[config.mk]
export PLATFORM = sky130hd
export DESIGN_NAME = irq_regbank
export DESIGN_NICKNAME = d
export VERILOG_FILES = /design/src/rtl/irq_regbank_pkg.sv /design/src/rtl/irq_addr_dec.sv /design/src/rtl/irq_src_state.sv /design/src/rtl/irq_prio_bank.sv /design/src/rtl/irq_regbank.sv
export SDC_FILE = /design/constraint.sdc
export NUM_CORES = 1
export LEC_CHECK = 0
export BUFFER_PORTS_ARGS = -buffer_cell sky130_fd_sc_hd__buf_4
export CORE_ASPECT_RATIO = 0.9
export CORE_UTILIZATION = 40
export CTS_CLUSTER_DIAMETER = 150
export CTS_CLUSTER_SIZE = 20
export DETAILED_ROUTE_END_ITERATION = 8
export GPL_TIMING_DRIVEN = 0
export MAX_ROUTING_LAYER = met4
export PLACE_DENSITY_LB_ADDON = 0.05
export SLEW_MARGIN = 20
export SYNTH_ARGS = -nofsm -noshare
export SYNTH_HDL_FRONTEND = slang
export SYNTH_HIERARCHICAL = 1
export SYNTH_SLANG_ARGS = --single-unit
[constraint.sdc]
create_clock -name clk -period 6.3 [get_ports clk]
set_input_delay 0.63 -clock clk [delete_from_list [all_inputs] [get_ports clk]]
set_output_delay 0.63 -clock clk [all_outputs]
set_load 0.01 [all_outputs]
[src/rtl/irq_regbank_pkg.sv]
package irq_regbank_pkg;

  typedef enum logic [4:0] {
    RK_CTRL, RK_MASK, RK_ENNUM, RK_DISNUM,
    RK_ENHI, RK_ENLO, RK_TYHI, RK_TYLO,
    RK_PRIO, RK_NVEC, RK_FVEC,
    RK_SRCHI, RK_SRCLO, RK_FRCHI, RK_FRCLO,
    RK_NPHI, RK_NPLO, RK_FPHI, RK_FPLO,
    RK_MAGIC, RK_VSLOT, RK_BAD
  } reg_kind_e;

  localparam int unsigned MAGIC_IDX = 64;
  localparam int unsigned VSLOT_LAST_IDX = 191;
  localparam int unsigned MAGIC_VALUE = 4;

endpackage

[src/rtl/irq_addr_dec.sv]
module irq_addr_dec
  import irq_regbank_pkg::*;
#(
  parameter int unsigned AW  = 12,
  parameter int unsigned PSW = 3
) (
  input  logic [AW-1:0]  addr,
  output reg_kind_e      kind,
  output logic [PSW-1:0] prio_sel
);
  localparam int unsigned IW = AW - 2;

  logic [IW-1:0] idx;
  assign idx = addr[AW-1:2];
  // index 8 -> word 7 ... index 15 -> word 0
  assign prio_sel = ~idx[PSW-1:0];

  always_comb begin
    kind = RK_BAD;
    if (addr[1:0] != 2'b00) begin
      kind = RK_BAD;
    end else if (idx < IW'(26)) begin
      case (idx[4:0])
        5'd0:  kind = RK_CTRL;
        5'd1:  kind = RK_MASK;
        5'd2:  kind = RK_ENNUM;
        5'd3:  kind = RK_DISNUM;
        5'd4:  kind = RK_ENHI;
        5'd5:  kind = RK_ENLO;
        5'd6:  kind = RK_TYHI;
        5'd7:  kind = RK_TYLO;
        5'd16: kind = RK_NVEC;
        5'd17: kind = RK_FVEC;
        5'd18: kind = RK_SRCHI;
        5'd19: kind = RK_SRCLO;
        5'd20: kind = RK_FRCHI;
        5'd21: kind = RK_FRCLO;
        5'd22: kind = RK_NPHI;
        5'd23: kind = RK_NPLO;
        5'd24: kind = RK_FPHI;
        5'd25: kind = RK_FPLO;
        default: kind = RK_PRIO;
      endcase
    end else if (idx == IW'(MAGIC_IDX)) begin
      kind = RK_MAGIC;
    end else if (idx > IW'(MAGIC_IDX) && idx <= IW'(VSLOT_LAST_IDX)) begin
      kind = RK_VSLOT;
    end
  end
endmodule

[src/rtl/irq_src_state.sv]
module irq_src_state #(
  parameter int unsigned NSRC = 64,
  parameter int unsigned DW   = 32
) (
  input  logic            clk,
  input  logic            rst,
  input  logic [NSRC-1:0] src_lvl,
  input  logic [DW-1:0]   wdata,
  input  logic [1:0]      en_wr,
  input  logic [1:0]      ty_wr,
  input  logic [1:0]      frc_wr,
  input  logic [NSRC-1:0] en_set,
  input  logic [NSRC-1:0] en_clr,
  input  logic [NSRC-1:0] vec_clr,
  output logic [NSRC-1:0] en_q,
  output logic [NSRC-1:0] ty_q,
  output logic [NSRC-1:0] pend_q,
  output logic            fast_irq_q
);
  localparam int unsigned NHALF = NSRC / DW;

  logic [NSRC-1:0] en_n, ty_n, pend_n;

  always_comb begin
    en_n   = en_q;
    ty_n   = ty_q;
    pend_n = src_lvl;
    for (int h = 0; h < NHALF; h++) begin
      if (en_wr[h])  en_n[h*DW +: DW]   = wdata;
      if (ty_wr[h])  ty_n[h*DW +: DW]   = wdata;
      if (frc_wr[h]) pend_n[h*DW +: DW] = wdata;
    end
    en_n   = (en_n | en_set) & ~en_clr;
    pend_n = pend_n & ~vec_clr;
  end

  always_ff @(posedge clk) begin
    if (rst) begin
      en_q       <= '0;
      ty_q       <= '0;
      pend_q     <= '0;
      fast_irq_q <= 1'b0;
    end else begin
      en_q       <= en_n;
      ty_q       <= ty_n;
      pend_q     <= pend_n;
      fast_irq_q <= |(pend_n & en_n & ty_n);
    end
  end
endmodule

[src/rtl/irq_prio_bank.sv]
module irq_prio_bank #(
  parameter int unsigned NW  = 8,
  parameter int unsigned DW  = 32,
  parameter int unsigned PSW = 3
) (
  input  logic             clk,
  input  logic             rst,
  input  logic             we,
  input  logic [PSW-1:0]   wsel,
  input  logic [DW-1:0]    wdata,
  input  logic [PSW-1:0]   rsel,
  output logic [DW-1:0]    rdata,
  output logic [NW*DW-1:0] flat
);
  logic [DW-1:0] words [NW];

  always_ff @(posedge clk) begin
    if (rst) begin
      for (int i = 0; i < NW; i++) words[i] <= '0;
    end else if (we) begin
      words[wsel] <= wdata;
    end
  end

  assign rdata = words[rsel];

  for (genvar w = 0; w < NW; w++) begin : g_flat
    assign flat[w*DW +: DW] = words[w];
  end
endmodule

[src/rtl/irq_regbank.sv]
module irq_regbank
  import irq_regbank_pkg::*;
#(
  parameter int unsigned NSRC       = 64,
  parameter int unsigned DW         = 32,
  parameter int unsigned AW         = 12,
  parameter int unsigned MASKW      = 5,
  parameter int unsigned PRIOW      = 4,
  parameter int unsigned PRIO_WORDS = 8,
  parameter logic [31:0] CTRL_WMASK = 32'h0000_00FF
) (
  input  logic                     clk,
  input  logic                     rst,
  input  logic [NSRC-1:0]          src_lvl,
  input  logic                     req_valid,
  input  logic                     req_write,
  input  logic [AW-1:0]            req_addr,
  input  logic [DW-1:0]            req_wdata,
  output logic                     req_ready,
  output logic                     rsp_valid,
  output logic [DW-1:0]            rsp_rdata,
  output logic                     rsp_err,
  input  logic                     nsel_valid,
  input  logic [$clog2(NSRC)-1:0]  nsel_idx,
  input  logic [PRIOW-1:0]         nsel_prio,
  input  logic                     fsel_valid,
  input  logic [$clog2(NSRC)-1:0]  fsel_idx,
  output logic                     fast_irq,
  output logic [NSRC-1:0]          norm_pend,
  output logic [NSRC-1:0]          fast_pend,
  output logic [MASKW-1:0]         norm_mask,
  output logic [PRIO_WORDS*DW-1:0] prio_words,
  output logic [DW-1:0]            ctrl_word
);
  localparam int unsigned IDXW = $clog2(NSRC);
  localparam int unsigned PSW  = $clog2(PRIO_WORDS);
  localparam int unsigned VEC_IDX_LSB = 16;

  reg_kind_e       kind;
  logic [PSW-1:0]  prio_sel;
  logic            wr, rd;
  logic [NSRC-1:0] en_q, ty_q, pend_q;
  logic [NSRC-1:0] en_set, en_clr, vec_clr;
  logic [1:0]      en_wr, ty_wr, frc_wr;
  logic [DW-1:0]   prio_rd, rdata_n;
  logic [MASKW-1:0] mask_q;
  logic [DW-1:0]   ctrl_q;
  logic            fast_irq_q;

  assign wr = req_valid & req_write;
  assign rd = req_valid & ~req_write;
  assign req_ready = 1'b1;

  irq_addr_dec #(.AW(AW), .PSW(PSW)) u_dec (
    .addr(req_addr), .kind(kind), .prio_sel(prio_sel)
  );

  assign en_wr  = {wr && kind == RK_ENHI,  wr && kind == RK_ENLO};
  assign ty_wr  = {wr && kind == RK_TYHI,  wr && kind == RK_TYLO};
  assign frc_wr = {wr && kind == RK_FRCHI, wr && kind == RK_FRCLO};
  assign en_set = (wr && kind == RK_ENNUM)  ? (NSRC'(1) << req_wdata[IDXW-1:0]) : '0;
  assign en_clr = (wr && kind == RK_DISNUM) ? (NSRC'(1) << req_wdata[IDXW-1:0]) : '0;

  always_comb begin
    vec_clr = '0;
    if (rd && kind == RK_NVEC && nsel_valid) vec_clr = NSRC'(1) << nsel_idx;
    if (rd && kind == RK_FVEC && fsel_valid) vec_clr = NSRC'(1) << fsel_idx;
  end

  irq_src_state #(.NSRC(NSRC), .DW(DW)) u_state (
    .clk(clk), .rst(rst), .src_lvl(src_lvl), .wdata(req_wdata),
    .en_wr(en_wr), .ty_wr(ty_wr), .frc_wr(frc_wr),
    .en_set(en_set), .en_clr(en_clr), .vec_clr(vec_clr),
    .en_q(en_q), .ty_q(ty_q), .pend_q(pend_q), .fast_irq_q(fast_irq_q)
  );

  irq_prio_bank #(.NW(PRIO_WORDS), .DW(DW), .PSW(PSW)) u_prio (
    .clk(clk), .rst(rst), .we(wr && kind == RK_PRIO), .wsel(prio_sel),
    .wdata(req_wdata), .rsel(prio_sel), .rdata(prio_rd), .flat(prio_words)
  );

  always_ff @(posedge clk) begin
    if (rst) begin
      mask_q <= '1;
      ctrl_q <= '0;
    end else if (wr) begin
      if (kind == RK_MASK) mask_q <= req_wdata[MASKW-1:0];
      if (kind == RK_CTRL) ctrl_q <= req_wdata & CTRL_WMASK[DW-1:0];
    end
  end

  assign norm_pend = pend_q & en_q & ~ty_q;
  assign fast_pend = pend_q & en_q & ty_q;
  assign norm_mask = mask_q;
  assign ctrl_word = ctrl_q;
  assign fast_irq  = fast_irq_q;

  always_comb begin
    rdata_n = '0;
    case (kind)
      RK_CTRL:  rdata_n = ctrl_q;
      RK_MASK:  rdata_n = DW'(mask_q);
      RK_ENHI:  rdata_n = en_q[NSRC-1:DW];
      RK_ENLO:  rdata_n = en_q[DW-1:0];
      RK_TYHI:  rdata_n = ty_q[NSRC-1:DW];
      RK_TYLO:  rdata_n = ty_q[DW-1:0];
      RK_PRIO:  rdata_n = prio_rd;
      RK_NVEC:  rdata_n = nsel_valid ?
                  ((DW'(nsel_idx) << VEC_IDX_LSB) | DW'(nsel_prio)) : '1;
      RK_FVEC:  rdata_n = fsel_valid ? DW'(fsel_idx) : '1;
      RK_SRCHI: rdata_n = pend_q[NSRC-1:DW];
      RK_SRCLO: rdata_n = pend_q[DW-1:0];
      RK_NPHI:  rdata_n = norm_pend[NSRC-1:DW];
      RK_NPLO:  rdata_n = norm_pend[DW-1:0];
      RK_FPHI:  rdata_n = fast_pend[NSRC-1:DW];
      RK_FPLO:  rdata_n = fast_pend[DW-1:0];
      RK_MAGIC: rdata_n = DW'(MAGIC_VALUE);
      default:  rdata_n = '0;
    endcase
  end

  always_ff @(posedge clk) begin
    if (rst) begin
      rsp_valid <= 1'b0;
      rsp_rdata <= '0;
      rsp_err   <= 1'b0;
    end else begin
      rsp_valid <= rd;
      rsp_rdata <= rd ? rdata_n : '0;
      rsp_err   <= req_valid && kind == RK_BAD;
    end
  end
endmodule

==> flow_metrics.env <==
export IMPL_cts_tree="yes"
export IMPL_fin_util_pct=50.3
export IMPL_setup_viol=0
export IMPL_power_w=0.00655
export IMPL_drc_errors=0
export IMPL_synth_most_common_cell="nor3_1"
export IMPL_synth_seq_cells=496
export IMPL_outcome="completed"
export IMPL_synthTopCellsByCount="nor3_1 (363), nor2_1 (362), edfxtp_1 (256)"
export IMPL_hpwl_um=131000
export IMPL_crit_chain="buf_4 > inv_1 > ha_1 > nor3b_1 > a211o_1 > a211oi_1 > buf_2 > buf_2 > nor3b_1 > nand3_1 > clkbuf_1 > nor2_1 > o21bai_1 > a2111oi_1 > nor4_1 > and4_1 > a31oi_1"
export IMPL_reg2regPathDepth=6
export IMPL_ir_drop_uv=226
export IMPL_cp_data_required_time_ns=6.80
export IMPL_power_frac_clock_pct=31.6
export IMPL_hold_class="input port to register"
export IMPL_gp_congestion=1.16
export IMPL_clkTransAtPathRegs_ns=0.10
export IMPL_vias_per_cell=6.78
export IMPL_crit_path_start_kind="input port"
export IMPL_ys_seq_area_share_pct=45.1
export IMPL_swShare_pct=28.1
export IMPL_synth_mux_area_fraction_pct=13.9
export IMPL_clockRootBuffer="clkbuf_16"
export IMPL_synth_xor_area_share_pct=0.316
export IMPL_synthAdderAreaFrac_pct=0.180
export IMPL_syn_area_um2=27700
export IMPL_slew_viol_final=0
export IMPL_seq_power_share_pct=54.6
export IMPL_filler_cell_count=6424
export IMPL_ys_types=85
export IMPL_synth_compound_area_share_pct=12.9
export IMPL_synth_warnings=6
export IMPL_drt_iter0_drc=5095
export IMPL_grt_usage_pct=48.9
export IMPL_p_comb_share_pct=13.8
export IMPL_finalCritPeriodShare_pct=99.9
export IMPL_die_h_um=252
export IMPL_synth_ff_type="edfxtp_1"
export IMPL_grt_start_max_net_pins=22
export IMPL_areaGrowthSynthToFinish_pct=24.4
export IMPL_finClkSkew_ns=0.0335
export IMPL_syn_inst=2816
export IMPL_syn_avg_cell_area_um2=9.85
export IMPL_post_route_cells_drive_above_1_share_pct=25.8
export IMPL_core_um2=68500
export IMPL_crit_family="compound AO/OA/AOI/OAI gates"
export IMPL_rsz0062_at_grt="false"
export IMPL_cp_depth=17
export IMPL_endpoint_kind="register"
export IMPL_synthTopCellsByArea="edfxtp_1 (28%), dfxtp_1 (17%), nor3_1 (6.6%)"
export IMPL_routed_wl_um=173000
export IMPL_synthSimpleGateAreaFrac_pct=21.1
export IMPL_cp_slowest_cell="a2111oi_1"
export IMPL_dieArea_um2=70400
export IMPL_clk_latency_ns=0.66
export IMPL_cts_buffer_depth=3
export IMPL_h_tree_depth=1
export IMPL_synth_top_area_share_pct=27.7
export IMPL_power_internal_w=0.00471
export IMPL_async_flop_share_pct=0
export IMPL_grt_antenna_before_repair=18
export IMPL_leakage_nw=12.5
export IMPL_wl_per_cell_um=39.3
export IMPL_switchingPower_w=0.00184
export IMPL_synth_top_family_by_area="simple AND/OR/NAND/NOR gates"
export IMPL_antenna_left=0
export IMPL_boundaryPins=587
export IMPL_cp_num_buf_inv=5
export IMPL_grt_pass1_wl_um=230000
export IMPL_worst_ep_arrival_time_ns=6.79
export IMPL_numPortBuffers=557
export IMPL_drv_cap=0
export IMPL_first_pass_iters=8
export IMPL_initial_core_util_pct=40.5
export IMPL_yosysTopAreaCell="edfxtp_1"
export IMPL_overflow=0
export IMPL_vias=29900
export IMPL_finalCriticalPeriod_ns=6.30
export IMPL_worstMarginPinSlew_ns=1.41
export IMPL_grt_pass1_vias=27800
export IMPL_crit_type="input port to register"
export IMPL_numCtsBuffers=28
export IMPL_clock_sinks=496
export IMPL_max_freq_mhz=159
export IMPL_synth_edf_count=256
export IMPL_hold_violations=0
export IMPL_maxSlewHeadroom_pct=5.72
export IMPL_rows=91
export IMPL_whs_path_depth=2
export IMPL_path_max_fanout=10
export IMPL_max_stage_delay_ns=1.01
export IMPL_layout_nets=3574
export IMPL_power_density_nw_per_um2=190
export IMPL_die_w_um=280
[what timing repair did]
item,4_1_cts,5_1_grt
resized for setup,4,0
setup endpoints to repair,1,1
pin swaps,1,1
hold buffers,0,0
buffers inserted,0,1
hold endpoints to repair,0,0
[power by group through the flow]
| stage | sequential [W] | combinational (W) | clock (W) |
|---|---|---|---|
| 2_1_floorplan | 0.00366 | 0.000325 | 0 |
| 3_3_place_gp | 0.00365 | 0.000838 | 0 |
| 3_5_place_dp | 0.00365 | 0.000866 | 0 |
| 4_1_cts | 0.00357 | 0.000869 | 0.00207 |
| 5_1_grt | 0.00359 | 0.000912 | 0.00217 |
| 6_report | 0.00358 | 0.000906 | 0.00207 |
[cell usage in the layout (no fill, tap or decap), types with 28 or more instances in the layout]
cell       instances
mux2i_1          173
nor3_1           362
a211oi_1          59
a22oi_1           65
edfxtp_1         256
nor2_1           362
buf_4            595
and3_1            70
nor2b_1           82
mux4_2            28
buf_2             88
a221oi_1          33
o22ai_1          126
inv_1             68
clkbuf_16         28
clkinv_1          32
mux4_1            36
a21oi_1           51
dfxtp_1          240
clkbuf_1          98
nand2_1          128
[metal layers]
metal	global-route usage (%)	up-vias	share of wire, %	wire (um)
met5	-	-	0	0
met4	30.2	0	7.3	12600
met3	16.7	666	13	23100
met2	71.9	2653	44	75600
met1	57.5	14700	36	61700
li1	-	11800	-	-
[through the flow]
step	setup WS (ns)	hold WS (ns)	TNS (ns)	cells	cell area (um2)
finish	0.00454	0.262	0	4408	34500
CTS	0.0339	0.238	0	4384	34400
global placement	-1.27	0.514	-202.60	4326	33200
floorplan	1.21	0.473	0	2839	27800
detailed placement	-0.934	0.520	-0.934	4339	33600
global route	0.114	0.256	0	4403	34500
[state kept, by name (all words and copies together) (netlist names)]
signal / count
ctrl_word: 8
u_state/en_q: 64
u_state/pend_q: 64
u_prio/words: 256
rsp_valid: 1
u_state/ty_q: 64
rsp_rdata: 32
u_state/fast_irq_q: 1
rsp_err: 1
norm_mask: 5
[final timing paths]
| path | slack [ns] | to | start |
|---|---|---|---|
| worst max-delay path | 0.005 | u_state/fast_irq_q$_SDFF_PP0_ | req_addr[3] |
| worst max register to register | 3.69 | u_state/fast_irq_q$_SDFF_PP0_ | u_state/ty_q[41]$_SDFF_PP0_ |
| worst min register to register | 0.54 | rsp_rdata[20]$_SDFF_PP0_ | u_state/pend_q[20]$_SDFF_PP0_ |
| worst min-delay path | 0.26 | rsp_err$_SDFF_PP0_ | req_valid |
[cell type report]
class	count	area (um2)	area share (%)
Timing Repair Buffer	571	4460	12.9
Buffer	264	1490	4.32
Sequential cell	496	12500	36.2
Antenna cell	23	57.6	0.167
Tap cell	930	1160	3.37
Multi-Input combinational cell	1979	13600	39.5
Clock buffer	43	757	2.19
Clock inverter	2	60.1	0.174
Inverter	100	375	1.09
[cells by family (layout without fill, tap and decap cells)]
| group | Yosys count | count (layout) |
|---|---|---|
| muxes | 276 | 276 |
| DFF | 496 | 496 |
| adders and majority gates | 4 | 4 |
| buffers and inverters | 364 | 980 |
| other | 2 | 48 |
| and+or+nand+nor | 1167 | 1167 |
| xor gates and xnor gates | 10 | 10 |
| AOI/OAI and AO/OA | 497 | 497 |
Power figures use the tool's default switching activity.
